**config.mk**
```make
export PLATFORM = sky130hd
export DESIGN_NAME = sync_preset_counter
export DESIGN_NICKNAME = d
export VERILOG_FILES = /design/src/rtl/sync_counter_pkg.sv /design/src/rtl/counter_op_decode.sv /design/src/rtl/counter_state_reg.sv /design/src/rtl/counter_carry_gen.sv /design/src/rtl/sync_preset_counter.sv
export SDC_FILE = /design/constraint.sdc
export NUM_CORES = 1
export LEC_CHECK = 0
export ABC_CLOCK_PERIOD_IN_PS = 3500
export BUFFER_PORTS_ARGS = -buffer_cell sky130_fd_sc_hd__buf_2
export CAP_MARGIN = 20
export CORE_AREA = 2 2 39 41
export CTS_CLUSTER_DIAMETER = 200
export DETAILED_ROUTE_END_ITERATION = 8
export DIE_AREA = 0 0 41 43
export GPL_TIMING_DRIVEN = 0
export PLACE_DENSITY_LB_ADDON = 0.12
export SLEW_MARGIN = 15
export SYNTH_ARGS = -nofsm -noshare
export SYNTH_HDL_FRONTEND = slang
export SYNTH_HIERARCHICAL = 1
export SYNTH_SLANG_ARGS = --single-unit
```
**constraint.sdc**
```tcl
create_clock -name clk -period 3.5 [get_ports clk]
set_input_delay 0 -clock clk [delete_from_list [all_inputs] [get_ports clk]]
set_output_delay 0 -clock clk [all_outputs]
set_load 0.02 [all_outputs]
```
**src/rtl/sync_counter_pkg.sv**
```systemverilog
package sync_counter_pkg;

    typedef enum logic [1:0] {
        OP_HOLD  = 2'd0,
        OP_COUNT = 2'd1,
        OP_LOAD  = 2'd2,
        OP_CLEAR = 2'd3
    } count_op_e;

    typedef struct packed {
        logic clear;
        logic load;
        logic gate;
        logic chain;
    } count_ctrl_t;

    function automatic count_ctrl_t make_ctrl(logic clear_n, logic load_n,
                                              logic gate, logic chain);
        count_ctrl_t c;
        c.clear = ~clear_n;
        c.load  = ~load_n;
        c.gate  = gate;
        c.chain = chain;
        return c;
    endfunction

    function automatic logic run_enabled(count_ctrl_t c);
        return c.gate & c.chain;
    endfunction

endpackage

```
**src/rtl/counter_op_decode.sv**
```systemverilog
module counter_op_decode
    import sync_counter_pkg::*;
#(
    parameter bit SYNC_CLEAR = 1'b0
) (
    input  count_ctrl_t ctrl,
    output count_op_e   op
);

    always_comb begin
        if (SYNC_CLEAR && ctrl.clear) begin
            op = OP_CLEAR;
        end else if (ctrl.load) begin
            op = OP_LOAD;
        end else if (run_enabled(ctrl)) begin
            op = OP_COUNT;
        end else begin
            op = OP_HOLD;
        end
    end

    // load never beats an asserted synchronous clear
    always_comb begin
        if (SYNC_CLEAR && ctrl.clear && ctrl.load) begin
            p_clear_over_load_r11: assert (op == OP_CLEAR)
                else $error("load won over synchronous clear");
        end
    end

endmodule

```
**src/rtl/counter_state_reg.sv**
```systemverilog
module counter_state_reg
    import sync_counter_pkg::*;
#(
    parameter int WIDTH       = 4,
    parameter bit ASYNC_CLEAR = 1'b1
) (
    input  logic             clk,
    input  logic             clear_n,
    input  count_op_e        op,
    input  logic [WIDTH-1:0] preset,
    output logic [WIDTH-1:0] q
);

    localparam logic [WIDTH-1:0] ZERO = '0;
    localparam logic [WIDTH-1:0] ONE  = WIDTH'(1);

    logic [WIDTH-1:0] q_next;

    always_comb begin
        unique case (op)
            OP_CLEAR: q_next = ZERO;
            OP_LOAD:  q_next = preset;
            OP_COUNT: q_next = q + ONE;
            default:  q_next = q;
        endcase
    end

    generate
        if (ASYNC_CLEAR) begin : g_async
            always_ff @(posedge clk or negedge clear_n) begin
                if (!clear_n) q <= ZERO;
                else          q <= q_next;
            end

            // a held asynchronous clear keeps the state at zero
            always @(posedge clk) begin
                if (clear_n === 1'b0) begin
                    p_async_clear_r3: assert (q == ZERO)
                        else $error("state not zero under async clear");
                end
            end
        end else begin : g_sync
            always_ff @(posedge clk) begin
                q <= q_next;
            end

            logic clr_seen_q;
            logic clr_prev_q;
            always_ff @(posedge clk) begin
                clr_seen_q <= 1'b1;
                clr_prev_q <= clear_n;
            end
            initial clr_seen_q = 1'b0;

            // a clear sampled at the previous edge left zero behind
            always @(posedge clk) begin
                if (clr_seen_q === 1'b1 && clr_prev_q === 1'b0) begin
                    p_sync_clear_r4: assert (q == ZERO)
                        else $error("state not zero after sync clear");
                end
            end
        end
    endgenerate

endmodule

```
**src/rtl/counter_carry_gen.sv**
```systemverilog
module counter_carry_gen #(
    parameter int WIDTH = 4
) (
    input  logic [WIDTH-1:0] q,
    input  logic             chain,
    output logic             carry
);

    logic full;

    always_comb begin
        full = 1'b1;
        for (int i = 0; i < WIDTH; i++) begin
            full = full & q[i];
        end
        carry = chain & full;
    end

endmodule

```
**src/rtl/sync_preset_counter.sv**
```systemverilog
module sync_preset_counter
    import sync_counter_pkg::*;
#(
    parameter int WIDTH       = 4,
    parameter bit ASYNC_CLEAR = 1'b1
) (
    input  logic             clk,
    input  logic             clear_n,
    input  logic             load_n,
    input  logic             cnt_gate,
    input  logic             chain_in,
    input  logic [WIDTH-1:0] preset,
    output logic [WIDTH-1:0] count,
    output logic             carry
);

    localparam bit SYNC_CLEAR = !ASYNC_CLEAR;

    count_ctrl_t ctrl;
    count_op_e   op;

    assign ctrl = make_ctrl(clear_n, load_n, cnt_gate, chain_in);

    counter_op_decode #(
        .SYNC_CLEAR(SYNC_CLEAR)
    ) u_decode (
        .ctrl(ctrl),
        .op  (op)
    );

    counter_state_reg #(
        .WIDTH      (WIDTH),
        .ASYNC_CLEAR(ASYNC_CLEAR)
    ) u_state (
        .clk    (clk),
        .clear_n(clear_n),
        .op     (op),
        .preset (preset),
        .q      (count)
    );

    counter_carry_gen #(
        .WIDTH(WIDTH)
    ) u_carry (
        .q    (count),
        .chain(chain_in),
        .carry(carry)
    );

    p_load_r2: assert property (@(posedge clk) disable iff (!clear_n)
        !load_n |=> count == $past(preset))
        else $error("preset not taken");

    p_count_r5: assert property (@(posedge clk) disable iff (!clear_n)
        (load_n && cnt_gate && chain_in) |=> count == $past(count) + WIDTH'(1))
        else $error("count did not advance");

    p_hold_r6: assert property (@(posedge clk) disable iff (!clear_n)
        (load_n && !(cnt_gate && chain_in)) |=> $stable(count))
        else $error("count moved while held");

    p_carry_needs_chain_r8: assert property (@(posedge clk) disable iff (!clear_n)
        carry |-> (chain_in && (count == {WIDTH{1'b1}})))
        else $error("carry without full count and chain enable");

endmodule

```
== After elaboration in Yosys (flattened, before gate mapping) ==
Cells that the tools add are included.

* Eq/ne operators: 3
* Shifts and indexed selects: 0
* Multipliers: 0
* Reduce and logical (&&, ||, !) cells: 1
* Divide/modulo/power cells: 0
* Bitwise operators: 5
* $lt $le $gt $ge: 0
* Multiplexer cells: 3
* $add $sub $neg: 1

{| class="wikitable"
|+ Operators by type and width
! operator !! number
|-
| $pmux W4 S3 || 1
|-
| $and A1 B1 Y1 || 5
|-
| $add A4 B1 Y4 const B || 1
|-
| $eq A2 B2 Y1 const B || 2
|-
| $reduce_bool A3 Y1 || 1
|-
| $eq A2 B1 Y1 const B || 1
|-
| $mux W2 || 1
|-
| $mux W1 || 1
|}

* Memories kept: 0
* Bits of input ports: 9
* Bits in writable memories: 0
* Bits in latches: 0
* ROM bits: 0
* Logic and storage cells: 14
* Register bits: 4

== Logic depth before layout (Yosys ltp) ==
* Word-level depth: 5
* Depth in mapped cells: 7

== Modules after synthesis ==
Netlist, hierarchy kept.

{| class="wikitable"
|+ By module, submodules not included
! module !! area each (um^2) !! sequential area each (um^2) !! cells each !! instances
|-
| counter_state_reg || 276.5 || 100.1 || 29 || 1
|-
| counter_op_decode || 16.3 || 0.0 || 2 || 1
|-
| counter_carry_gen || 12.5 || 0.0 || 3 || 1
|-
| sync_preset_counter || 7.5 || 0.0 || 2 || 1
|}

== Worst setup path before layout ==
Ideal clock, no wire load.

* Path kind: input-to-reg
* Start: input port load_n
* End: register u_state.q[2]
* Required time: 3.376 ns
* Slack: 2.229 ns
* Stages on the path: 7
* Arrival time: 1.147 ns
* Buffers on the path: 0
* Cell sequence: inv_1 -> and3b_1 -> inv_1 -> ha_1 -> nor2b_2 -> and3_1 -> a211o_1

* Cells in the longest elaborated chain, start to end: 3

{| class="wikitable"
|+ RTL lines
! element !! RTL line !! source
|-
| start: declaration || sync_preset_counter.sv:9 || <nowiki>input logic load_n,</nowiki>
|-
| $mux W2 (*) || counter_op_decode.sv:13 || <nowiki>end else if (ctrl.load) begin</nowiki>
|-
| net op[0] || sync_preset_counter.sv:20 || <nowiki>count_op_e op;</nowiki>
|-
| $eq A2 B1 Y1 / $eq A2 B2 Y1 (equally long branches) || counter_state_reg.sv:20 || <nowiki>unique case (op)</nowiki>
|-
| $pmux W4 S3 / $reduce_bool A3 Y1 (equally long branches) || -- ||
|-
| end signal: assignment || counter_state_reg.sv:32 || <nowiki>else q <= q_next;</nowiki>
|-
| end: declaration || counter_state_reg.sv:11 || <nowiki>output logic [WIDTH-1:0] q</nowiki>
|}

The timed path passes the listed nets; every way through them passes the cells marked *.
A chain may end at the register's enable or synchronous reset.

== Worst setup path after layout ==
Same ends and word-level chain as after synthesis.

==> results.json <==
{
  "status": "completed",
  "pin_count": 14,
  "rows": 14,
  "first_global_vias": 285,
  "whs_ns": 0.0397,
  "cts_resized": 0,
  "grt_max_degree": 9,
  "die_h_um": 43,
  "final_nets": 67,
  "relSlewSlack": 0.820,
  "crit_required_ns": 3.61,
  "dpl_cell_area_sq_um": 394,
  "leakagePower_nw": 0.230,
  "htree_levels": 1,
  "synth_warnings": 6,
  "antennaDiodeCount": 0,
  "hold_viol_final": 0,
  "min_period_over_period": 0.346,
  "post_cts_buffers": 0,
  "p_sw_uw": 37.7,
  "min_period_ns": 1.21,
  "viasPerCell": 4.54,
  "mostFrequentLayoutCell": "buf_2",
  "p_per_area_mw_per_mm2": 328,
  "clk_pin_slew_ns": 0.04,
  "pwr-share-clk": 0.395,
  "rsz0062_at_grt": "no",
  "cp-start-kind": "primary input",
  "wl_per_cell_um": 10.1,
  "grt.overflow.total": 0,
  "ctsHoldBuffers": 1,
  "syn_nets": 48,
  "p_comb_frac": 0.218,
  "peakVddDrop_mv": 0.122,
  "n_fill_cell": 162,
  "die_w_um": 41,
  "post-dp-hpwl_um": 570,
  "max_freq_mhz": 826,
  "largest_register_ffs": 4,
  "pwr-share-seq": 0.387,
  "synth_cells": 35,
  "synth_area_sq_um": 309,
  "worstSetupPathType": "primary input to flop",
  "initial_core_util": 0.223,
  "fin_cells": 68,
  "cp_data_arrival_time_ns": 1.32,
  "design_area_sq_um": 427,
  "cts_made_buffers": 3,
  "cts.sinks": 4,
  "p_int_uw": 102,
  "clock_latency_ns": 0.23,
  "wl_um": 686,
  "cp_max_fo": 4,
  "drc": 0,
  "grt.total_usage": 0.0996,
  "die_area_sq_mm": 0.00176,
  "clock_skew_ns": 0.00340,
  "grt_pass1_wl_um": 1190,
  "tns_ns": 0,
  "worstHoldPathType": "primary input to flop",
  "core_sq_mm": 0.00138,
  "vias": 309,
  "drv_slew": 0,
  "dp_cells": 64,
  "portBuffers": 13,
  "syn_to_final_growth_pct": 38.1,
  "top_register": "u_state/q",
  "routabilityCongestion": 0.639,
  "clockBufferDepth": 2,
  "drive_gt1_frac": 0.346,
  "switching_share": 0.269,
  "antenna_found_initial": 0,
  "reg_top3": "u_state/q x4",
  "max_cap_violations": 0,
  "p_total_uw": 140,
  "setup_violations": 0,
  "cts_tree": "built",
  "drt_iter0_markers": 7,
  "avgSynthCellArea_sq_um": 8.83,
  "layout_common_cells": "13 x buf_2, 4 x inv_1, 4 x nand2_1, 4 x ha_1, 4 x dfrtp_1",
  "detailedRoute.firstPassIterationCount": 3,
  "crit_path_end_kind": "flop",
  "cts-root-buf": "clkbuf_4",
  "tightest_slew_ns": 0.266,
  "ant_nets": 0
}
## critical path, stage by stage
cell and delay [ns]:
buf_2 0.07, inv_1 0.04, and3b_1 0.22, inv_1 0.06
ha_1 0.34, nor2b_2 0.18, and3_1 0.18, a211o_1 0.23
## per-layer routing
layer  GRT usage  share of wire  wire [um]
met5           0              0          0
met1       0.142           0.50        340
met2       0.134           0.45        306
met3      0.0471          0.058         40
met4      0.0200              0          0
## layout make-up
type                       instances  area (sq um)  area share
inverter                           4          15.0      0.0352
sequential                         4           100       0.235
tap                               16          20.0      0.0469
multi-input combinational         26           186       0.437
clock buffer                       3          22.5      0.0528
timing repair buffer              14          75.1       0.176
buffer                             1          7.51      0.0176
## path summary, 6_finish.rpt
| check | from | endpoint | slack (ns) | cells after the start |
|---|---|---|---|---|
| min in group asynchronous | clear_n | u_state/q[2] | 0.10 | 2 |
| max reg2reg | u_state/q[0] | u_state/q[2] | 2.30 | 3 |
| max in group asynchronous | clear_n | u_state/q[1] | 3.27 | 2 |
| min reg2reg | u_state/q[1] | u_state/q[1] | 0.56 | 2 |
| max | load_n | u_state/q[2] | 2.29 | 8 |
| min | preset[3] | u_state/q[3] | 0.04 | 3 |
## power groups by stage
stage | combinational [mW] | sequential (mW) | clock, mW
3_3_place_gp | 0.0305 | 0.0552 | 0
2_1_floorplan | 0.0143 | 0.0582 | 0
4_1_cts | 0.0310 | 0.0544 | 0.0580
5_1_grt | 0.0346 | 0.0552 | 0.0636
6_report | 0.0305 | 0.0542 | 0.0552
3_5_place_dp | 0.0300 | 0.0549 | 0
## metrics by stage
stage               setup WS [ns]  utilization
finish                       2.29        0.308
detailed placement           2.05        0.285
global route                 2.19        0.308
floorplan                    2.23            -
global placement             2.01        0.285
CTS                          2.28        0.308
Note: power is estimated with default switching activity, not from simulation.
